$ cat src/rtl/useq_pkg.sv
package useq_pkg;

  typedef enum logic [1:0] {
    NXT_ZERO = 2'b00,
    NXT_DISP = 2'b01,
    NXT_INC  = 2'b10
  } nxt_sel_e;

  typedef enum logic [1:0] {
    ALU_ADD  = 2'b00,
    ALU_OR   = 2'b01,
    ALU_FUNC = 2'b10
  } alu_op_e;

  typedef struct packed {
    logic     ir_wr;
    logic     pc_wr;
    logic     branch;
    logic     ab_ld;
    alu_op_e  alu_op;
    logic     alu_src;
    logic     s_ld;
    logic     mem_rd;
    logic     mem_wr;
    logic     m_ld;
    logic     rf_wr;
    logic     rf_dst;
    logic     m2r;
    nxt_sel_e nxt;
  } uword_t;

  localparam int UWORD_W = $bits(uword_t);

  // micro-addresses
  localparam int UA_FETCH  = 0;
  localparam int UA_DECODE = 1;
  localparam int UA_BEQ    = 3;
  localparam int UA_RR_EX  = 4;
  localparam int UA_RR_WB  = 5;
  localparam int UA_OR_EX  = 6;
  localparam int UA_OR_WB  = 7;
  localparam int UA_LD_EA  = 8;
  localparam int UA_LD_MEM = 9;
  localparam int UA_LD_WB  = 10;
  localparam int UA_ST_EA  = 11;
  localparam int UA_ST_MEM = 12;

  // opcodes
  localparam logic [5:0] OPC_RR  = 6'b000000;
  localparam logic [5:0] OPC_BEQ = 6'b000100;
  localparam logic [5:0] OPC_ORI = 6'b001101;
  localparam logic [5:0] OPC_LD  = 6'b100011;
  localparam logic [5:0] OPC_ST  = 6'b101011;

  function automatic uword_t ucode_word(input int addr);
    uword_t w;
    w = '0;
    case (addr)
      UA_FETCH: begin
        w.ir_wr = 1'b1; w.mem_rd = 1'b1; w.nxt = NXT_INC;
      end
      UA_DECODE: begin
        w.ab_ld = 1'b1; w.nxt = NXT_DISP;
      end
      UA_BEQ: begin
        w.pc_wr = 1'b1; w.branch = 1'b1;
      end
      UA_RR_EX: begin
        w.alu_op = ALU_FUNC; w.s_ld = 1'b1; w.nxt = NXT_INC;
      end
      UA_RR_WB: begin
        w.rf_wr = 1'b1; w.rf_dst = 1'b1; w.pc_wr = 1'b1;
      end
      UA_OR_EX: begin
        w.alu_op = ALU_OR; w.alu_src = 1'b1; w.s_ld = 1'b1; w.nxt = NXT_INC;
      end
      UA_OR_WB: begin
        w.rf_wr = 1'b1; w.pc_wr = 1'b1;
      end
      UA_LD_EA, UA_ST_EA: begin
        w.alu_op = ALU_ADD; w.alu_src = 1'b1; w.s_ld = 1'b1; w.nxt = NXT_INC;
      end
      UA_LD_MEM: begin
        w.mem_rd = 1'b1; w.m_ld = 1'b1; w.nxt = NXT_INC;
      end
      UA_LD_WB: begin
        w.rf_wr = 1'b1; w.m2r = 1'b1; w.pc_wr = 1'b1;
      end
      UA_ST_MEM: begin
        w.mem_wr = 1'b1; w.pc_wr = 1'b1;
      end
      default: w = '0;
    endcase
    return w;
  endfunction

endpackage

$ cat src/rtl/useq_dispatch.sv
module useq_dispatch
  import useq_pkg::*;
#(
  parameter int OP_W  = 6,
  parameter int UPC_W = 4
) (
  input  logic [OP_W-1:0]  opcode,
  output logic [UPC_W-1:0] target,
  output logic             hit
);

  always_comb begin
    hit    = 1'b1;
    target = '0;
    case (opcode)
      OP_W'(OPC_RR):  target = UPC_W'(UA_RR_EX);
      OP_W'(OPC_BEQ): target = UPC_W'(UA_BEQ);
      OP_W'(OPC_ORI): target = UPC_W'(UA_OR_EX);
      OP_W'(OPC_LD):  target = UPC_W'(UA_LD_EA);
      OP_W'(OPC_ST):  target = UPC_W'(UA_ST_EA);
      default:        hit    = 1'b0;
    endcase
  end

endmodule

$ cat src/rtl/useq_next.sv
module useq_next
  import useq_pkg::*;
#(
  parameter int UPC_W = 4
) (
  input  logic [UPC_W-1:0] upc,
  input  nxt_sel_e         sel,
  input  logic [UPC_W-1:0] disp_tgt,
  input  logic             disp_hit,
  output logic [UPC_W-1:0] upc_nxt,
  output logic             bad_op
);

  always_comb begin
    upc_nxt = '0;
    bad_op  = 1'b0;
    case (sel)
      NXT_INC:  upc_nxt = upc + UPC_W'(1);
      NXT_DISP: begin
        if (disp_hit) upc_nxt = disp_tgt;
        else          bad_op  = 1'b1;
      end
      default:  upc_nxt = '0;
    endcase
  end

endmodule

$ cat src/rtl/useq_store.sv
module useq_store
  import useq_pkg::*;
#(
  parameter int UPC_W = 4,
  localparam int DEPTH = 1 << UPC_W
) (
  input  logic             clk,
  input  logic             rst,
  input  logic [UPC_W-1:0] raddr,
  output uword_t           q
);

  logic [UWORD_W-1:0] mem [DEPTH];

  initial begin
    for (int i = 0; i < DEPTH; i++) mem[i] = ucode_word(i);
  end

  always_ff @(posedge clk) begin
    if (rst) q <= '0;
    else     q <= uword_t'(mem[raddr]);
  end

endmodule

$ cat src/rtl/useq_ctrl.sv
module useq_ctrl
  import useq_pkg::*;
#(
  parameter int OP_W  = 6,
  parameter int UPC_W = 4
) (
  input  logic            clk,
  input  logic            rst,
  input  logic [OP_W-1:0] opcode,
  input  logic            br_eq,
  output logic            ir_wr,
  output logic            pc_wr,
  output logic            pc_sel,
  output logic            ab_ld,
  output logic [1:0]      alu_op,
  output logic            alu_src,
  output logic            s_ld,
  output logic            mem_rd,
  output logic            mem_wr,
  output logic            m_ld,
  output logic            rf_wr,
  output logic            rf_dst,
  output logic            m2r,
  output logic            illegal_op
);

  logic [UPC_W-1:0] upc_q;
  logic [UPC_W-1:0] upc_nxt;
  logic [UPC_W-1:0] disp_tgt;
  logic             disp_hit;
  logic             bad_op;
  logic             ill_q;
  uword_t           word_q;

  useq_dispatch #(.OP_W(OP_W), .UPC_W(UPC_W)) u_disp (
    .opcode (opcode),
    .target (disp_tgt),
    .hit    (disp_hit)
  );

  useq_next #(.UPC_W(UPC_W)) u_next (
    .upc      (upc_q),
    .sel      (word_q.nxt),
    .disp_tgt (disp_tgt),
    .disp_hit (disp_hit),
    .upc_nxt  (upc_nxt),
    .bad_op   (bad_op)
  );

  // table is read with the next address so the word lines up with upc_q
  useq_store #(.UPC_W(UPC_W)) u_store (
    .clk   (clk),
    .rst   (rst),
    .raddr (upc_nxt),
    .q     (word_q)
  );

  always_ff @(posedge clk) begin
    if (rst) begin
      upc_q <= '0;
      ill_q <= 1'b0;
    end else begin
      upc_q <= upc_nxt;
      ill_q <= bad_op;
    end
  end

  assign ir_wr      = word_q.ir_wr;
  assign pc_wr      = word_q.pc_wr;
  assign pc_sel     = word_q.branch & br_eq;
  assign ab_ld      = word_q.ab_ld;
  assign alu_op     = word_q.alu_op;
  assign alu_src    = word_q.alu_src;
  assign s_ld       = word_q.s_ld;
  assign mem_rd     = word_q.mem_rd;
  assign mem_wr     = word_q.mem_wr;
  assign m_ld       = word_q.m_ld;
  assign rf_wr      = word_q.rf_wr;
  assign rf_dst     = word_q.rf_dst;
  assign m2r        = word_q.m2r;
  assign illegal_op = ill_q;


  reset_quiet_chk: assert property (@(posedge clk) disable iff (rst)
    $past(rst) |-> !(ir_wr || pc_wr || ab_ld || s_ld || mem_rd || mem_wr || m_ld || rf_wr));


  fetch_then_decode_chk: assert property (@(posedge clk) disable iff (rst)
    ir_wr |=> (ab_ld && !ir_wr));


  pc_then_fetch_chk: assert property (@(posedge clk) disable iff (rst)
    pc_wr |=> ir_wr);


  illegal_at_fetch_chk: assert property (@(posedge clk) disable iff (rst)
    illegal_op |-> ir_wr);


  illegal_pulse_chk: assert property (@(posedge clk) disable iff (rst)
    illegal_op |=> !illegal_op);


  mem_excl_chk: assert property (@(posedge clk) disable iff (rst)
    !(mem_rd && mem_wr));


  rf_once_chk: assert property (@(posedge clk) disable iff (rst)
    rf_wr |=> !rf_wr);


  mem_wr_once_chk: assert property (@(posedge clk) disable iff (rst)
    mem_wr |=> !mem_wr);

endmodule

$ cat config.mk
export PLATFORM = sky130hd
export DESIGN_NAME = useq_ctrl
export DESIGN_NICKNAME = d
export VERILOG_FILES = /design/src/rtl/useq_pkg.sv /design/src/rtl/useq_dispatch.sv /design/src/rtl/useq_next.sv /design/src/rtl/useq_store.sv /design/src/rtl/useq_ctrl.sv
export SDC_FILE = /design/constraint.sdc
export NUM_CORES = 1
export LEC_CHECK = 0
export BUFFER_PORTS_ARGS = -buffer_cell sky130_fd_sc_hd__buf_2
export CORE_UTILIZATION = 46
export CTS_CLUSTER_SIZE = 14
export DETAILED_ROUTE_END_ITERATION = 8
export PLACE_DENSITY = 0.74
export SYNTH_ARGS = -nofsm -noshare
export SYNTH_HDL_FRONTEND = slang
export SYNTH_SLANG_ARGS = --single-unit
export TNS_END_PERCENT = 20
$ cat constraint.sdc
create_clock -name clk -period 2.5 [get_ports clk]
set_input_delay 0.25 -clock clk [delete_from_list [all_inputs] [get_ports clk]]
set_output_delay 0.25 -clock clk [all_outputs]
set_load 0.1 [all_outputs]
**Yosys cells after proc, flatten, opt, wreduce, memory -nomap -nowiden**

Memory sizes are Yosys's and may differ from the RTL's. A register that Yosys moved wholly into a read port is not among the register bits.
Index checks and enable logic that the tools add are counted.

- Bits in read-only memories: 256
- Input bits: 9
- Logic and storage cells: 20
- Register bits after elaboration: 5
- Output and inout port bits: 15
- Memories kept: 1

- Bitwise gates (word level): 2
- Multiplexer cells: 5
- $add $sub $neg: 1
- Equality and inequality tests: 6
- Reductions and logical operators: 3

Memory list:

| memory | depth | width | read ports | clocked after memory_dff | wr ports | RTL line | RTL |
|---|---|---|---|---|---|---|---|
| u_store.mem | 16 | 16 | 1 | 1 | 0 | useq_store.sv:13 | `logic [UWORD_W-1:0] mem [DEPTH];` |

Operators with widths:

| cell | count |
|---|---|
| 4-bit one-hot mux with 5 select lines | 1 |
| 6-bit == test, second input constant | 2 |
| 4-bit one-hot mux with 2 select lines | 1 |
| 6-bit by 3-bit == test with 1-bit output, second input constant | 1 |
| 6-bit by 4-bit == test with 1-bit output, second input constant | 1 |
| 6-bit logical NOT | 1 |
| 5-bit OR reduction | 1 |
| 4-bit by 1-bit adder with 4-bit output, second input constant | 1 |
| 4-bit 2-to-1 mux | 1 |
| 2-bit by 1-bit == test with 1-bit output, second input constant | 1 |
| 2-bit == test, second input constant | 1 |
| 1-bit 2-to-1 mux | 2 |
| 2-bit OR reduction | 1 |
| 1-bit bitwise AND | 1 |
| 1-bit inverter | 1 |

**Logic depth before layout (Yosys ltp)**

- Depth after elaboration: 5
- Mapped depth: 12
- Mapped depth without buffers: 11

**Hierarchy**

Synthesis repeated with hierarchy kept, for this count alone.

- Cell total of the unflattened synthesis: 99
- Area, all modules: 993.5 um2

Modules (own cells, without submodules):

| module | seq. area each (um2) | times used | cells each | area each (um2) |
|---|---|---|---|---|
| useq_store | 300.3 | 1 | 53 | 604.3 |
| useq_next | 0.0 | 1 | 19 | 141.4 |
| useq_ctrl | 100.1 | 1 | 11 | 137.6 |
| useq_dispatch | 0.0 | 1 | 16 | 110.1 |

**Least setup slack after synthesis**

OpenSTA, ideal clock, no wires.

- Kind: register -> register
- From: register u_store.q[12] (netlist name)
- To: register u_store.q[14] (netlist name)
- Required time: 2.366 ns
- Arrival: 2.898 ns
- Setup slack: -0.532 ns
- Period minus slack after synthesis: 3.032 ns
- Cell stages (with the launch flop): 11
- Path buffers: 1
- Path through: dfxtp_1 -> ha_1 -> nor2b_1 -> and2_4 -> buf_6 -> a221oi_4 -> nor2_1 -> inv_1 -> ha_1 -> and3b_1 -> or4_1

**Worst setup path after layout**

- From: register u_store.q[1] (netlist name)
- To: register u_store.q[14] (netlist name)

- Cells in the longest elaborated chain, start to end: 2
- Elaborated cells between the ends (all ways): 3
- Classes of those cells: 2 x eq/ne; 1 x mux

Ends and longest elaborated chain:

| element | RTL line | RTL |
|---|---|---|
| 2-bit by 1-bit == test with 1-bit output or 2-bit == test (tied branches) | useq_next.sv:17 | `case (sel)` |
| 4-bit one-hot mux with 2 select lines (*) | useq_next.sv:17 |  |
| net u_next.upc_nxt[0] | useq_next.sv:10 | `output logic [UPC_W-1:0] upc_nxt,` |

The timed path passes the listed nets; every way through them passes the cells marked *.
A chain may end at the register's enable or synchronous reset.

==> impl_metrics.tcl <==
set metrics [dict create \
    status "finished clean" \
    start_util_pct 49.6 \
    post_synth_mux_area_share_pct 0 \
    synth.largest_area_cell "dfxtp_1" \
    synth_fa_ha_area_share_pct 8.82 \
    syn_area_per_cell_sq_um 9.46 \
    path_clk_slew_ns 0.11 \
    post_dp_cell_area_sq_um 1150 \
    grt_overflow_total 0 \
    cp_cell_sequence "inv_1, ha_4, nor2b_4, and2_4, a221oi_4, nor2_2, ha_2, nor3b_1, a32o_1, or4_1" \
    ff2ff_path_depth 10 \
    vdd.ir_drop.worst_uv 737 \
    drcViolationCount 0 \
    drt_iter0_markers 24 \
    cts_resized 0 \
    cts_buffer_depth 2 \
    seq_power_share_pct 30.5 \
    syn-num-nets 121 \
    synth_top_family_by_area "simple AND/OR/NAND/NOR gates" \
    grt_pass1_vias 743 \
    finalHoldViolCount 0 \
    wl_per_cell_microns 12.2 \
    grt_usage_pct 17.1 \
    cts_buffers 3 \
    grt_max_degree 13 \
    synth_warnings 0 \
    finalNonFillerCells 156 \
    synth-edff-count 0 \
    diodes 0 \
    synth_area_leaders "dfxtp_1, ha_1, inv_1, nor3b_1, a221oi_4" \
    die-area_sq_um 2350 \
    switching_share_pct 43.8 \
    clock_tree.root_cell "clkbuf_4" \
    n_fill_cell 191 \
    synthToLayoutAreaGrowth_pct 20.9 \
    avgViaCountPerCell 5.43 \
    slew_headroom_pct 68.1 \
    dr_total_vias 847 \
    drive_gt1_share_pct 33.3 \
    slowest_stage "or4_1" \
    cts-htree-levels 1 \
    final.setup.tns_ns 0 \
    finalCritPeriodShare_pct 94.0 \
    r2r-start "u_store.q[1]$_SDFF_PP0_" \
    power.density_nw_per_um2 1080 \
    synth_seq_cells 20 \
    antenna_found_initial 0 \
    synthXorXnorAreaFrac_pct 2.64 \
    fin_crit_ns 2.35 \
    dp_hpwl_microns 1490 \
    max_stage_delay_ns 0.39 \
    fin_skew_ns 0.00365 \
    core_area_sq_um 2000 \
    synth_most_common_cell "dfxtp_1" \
    synthDistinctLibCells 39 \
    p_switching_mw 0.567 \
    dp_slack_ns 0.0700 \
    grt_pass1_wl_microns 3190 \
    worstMarginPinSlew_ns 0.477 \
    rrSetupSlack_ns 0.15 \
    synth_top_area_share_pct 40.3 \
    whs_endpoint "illegal_op$_SDFF_PP0_" \
    setup_viol 0 \
    cts_setup_buffers 0 \
    cp_data_required_time_ns 2.68 \
    ant_nets 0 \
    postSynthCellCount 105 \
    clkPwrFrac_pct 20.2 \
    cap_violations 0 \
    std_cell_rows 16 \
    report.final.slew_viol_count 0 \
    hold_start "rst" \
    cellInternalPower_mw 0.727 \
    fp.dieW_microns 48.5 \
    synthArstFlopShare_pct 0 \
    first_pass_iters 5 \
    synthFlopType "dfxtp_1" \
    max_freq_mhz 426 \
    rsz0062_at_grt "false" \
    hold_ws_ns 0.202 \
    finalNetCount 146 \
    die_y_microns 48.5 \
    fin_util_pct 60.0 \
    io_buffers 23 \
    io_pins 24 \
    p_total_mw 1.29 \
    holdPathStages 2 \
    critPathLaunchType "register" \
    synth-compound-area-share_pct 14.7 \
    fin_area_sq_um 1200 \
    yosys-top-cells-count "dfxtp_1, inv_1, ha_1, nand2_1, nor2_1" \
    dp_cells 152 \
    path_class "register to register" \
    yosysSeqAreaShare_pct 40.3 \
    p_leak_nw 0.559 \
    numClockSinks 20 \
    hold_buffers 0 \
    fin_ws_ns 0.150 \
    cp-end-kind "register" \
    hold_path.class "input pin to register" \
    syn_area_sq_um 993 \
    synthSimpleGateAreaFrac_pct 27.1 \
    reg2reg_to "u_store.q[14]$_SDFF_PP0_" \
    routabilityCongestion 0.800 \
    drt_wl_total_microns 1900 \
    path_max_fanout 5 \
    cts_tree "yes" \
    pwr-share-comb_pct 49.3 \
    worstPathArrival_ns 2.53 \
    worstSkewPairLatency_ns 0.30 \
]
placed cells by master, fill, tap and decap left out, types with 2 or more instances in the layout:
cell type  Yosys  routed
buf_2          0      23
nor4_1         2       2
nor3b_1        4       4
and2_1         3       3
and3_2         2       2
a31o_2         2       2
nand2_1        7       7
dfxtp_1       20      19
a32o_1         2       2
nor2_1         7       6
a21oi_1        4       4
nand3_1        4       4
inv_1          9       9
ha_1           7       5
clkbuf_4       0       3
xor2_1         2       2
nor3_1         5       5
power groups by stage:
stage | logic (mW) | registers [mW] | clock network, mW
5_1_grt | 0.688 | 0.400 | 0.283
6_report | 0.638 | 0.395 | 0.261
2_1_floorplan | 0.312 | 0.597 | 0
3_3_place_gp | 0.626 | 0.399 | 0
4_1_cts | 0.640 | 0.396 | 0.267
3_5_place_dp | 0.636 | 0.403 | 0
cell families after synthesis:
kind of cell / count (synthesis)
AOI/OAI and AO/OA: 16
and+or+nand+nor: 46
buffers and inverters: 13
xor gates and xnor gates: 3
DFF: 20
adders and majority gates: 7
area by class of cell:
cell class / instances / area (sq um) / area share, %
tap: 27 / 33.8 / 2.81
clock buffer: 3 / 22.5 / 1.88
sequential: 20 / 404 / 33.6
timing repair buffer: 24 / 123 / 10.2
inverter: 9 / 33.8 / 2.81
clock inverter: 1 / 30.0 / 2.50
multi-input combinational: 72 / 554 / 46.1
how the worst max path moves through the flow:
stage	startpoint	endpoint	slack, ns	cells after the start
floorplan	u_store.q[12]$_SDFF_PP0_	u_store.q[14]$_SDFF_PP0_	0.02	10
global placement	opcode[0]	u_store.q[14]$_SDFF_PP0_	0.16	9
detailed placement	opcode[0]	u_store.q[14]$_SDFF_PP0_	0.07	9
CTS	u_store.q[1]$_SDFF_PP0_	u_store.q[14]$_SDFF_PP0_	0.15	10
global route	u_store.q[1]$_SDFF_PP0_	u_store.q[14]$_SDFF_PP0_	0.08	10
finish	u_store.q[1]$_SDFF_PP0_	u_store.q[14]$_SDFF_PP0_	0.15	10
state kept, by name, indices dropped and copies added (netlist names):
name        cells
illegal_op      1
u_store.q      15
upc_q           4
routing by layer:
layer	global-route usage (%)	routed length [microns]	vias up
met5	0	0	-
met4	4.41	16	0
met3	2.83	94	4
met2	31.7	956	28
met1	20.4	832	399
li1	-	-	416
worst max-delay path: cells and delay by family (launching register included):
family	cells	cell delay, ns
AO/OA/AOI/OAI	2	0.52
adder cells (fa/ha/maj)	2	0.35
buffers and inverters	1	0.07
flip-flops	1	0.36
AND/OR/NAND/NOR	5	0.93
Note: power is estimated with default switching activity, not from simulation.
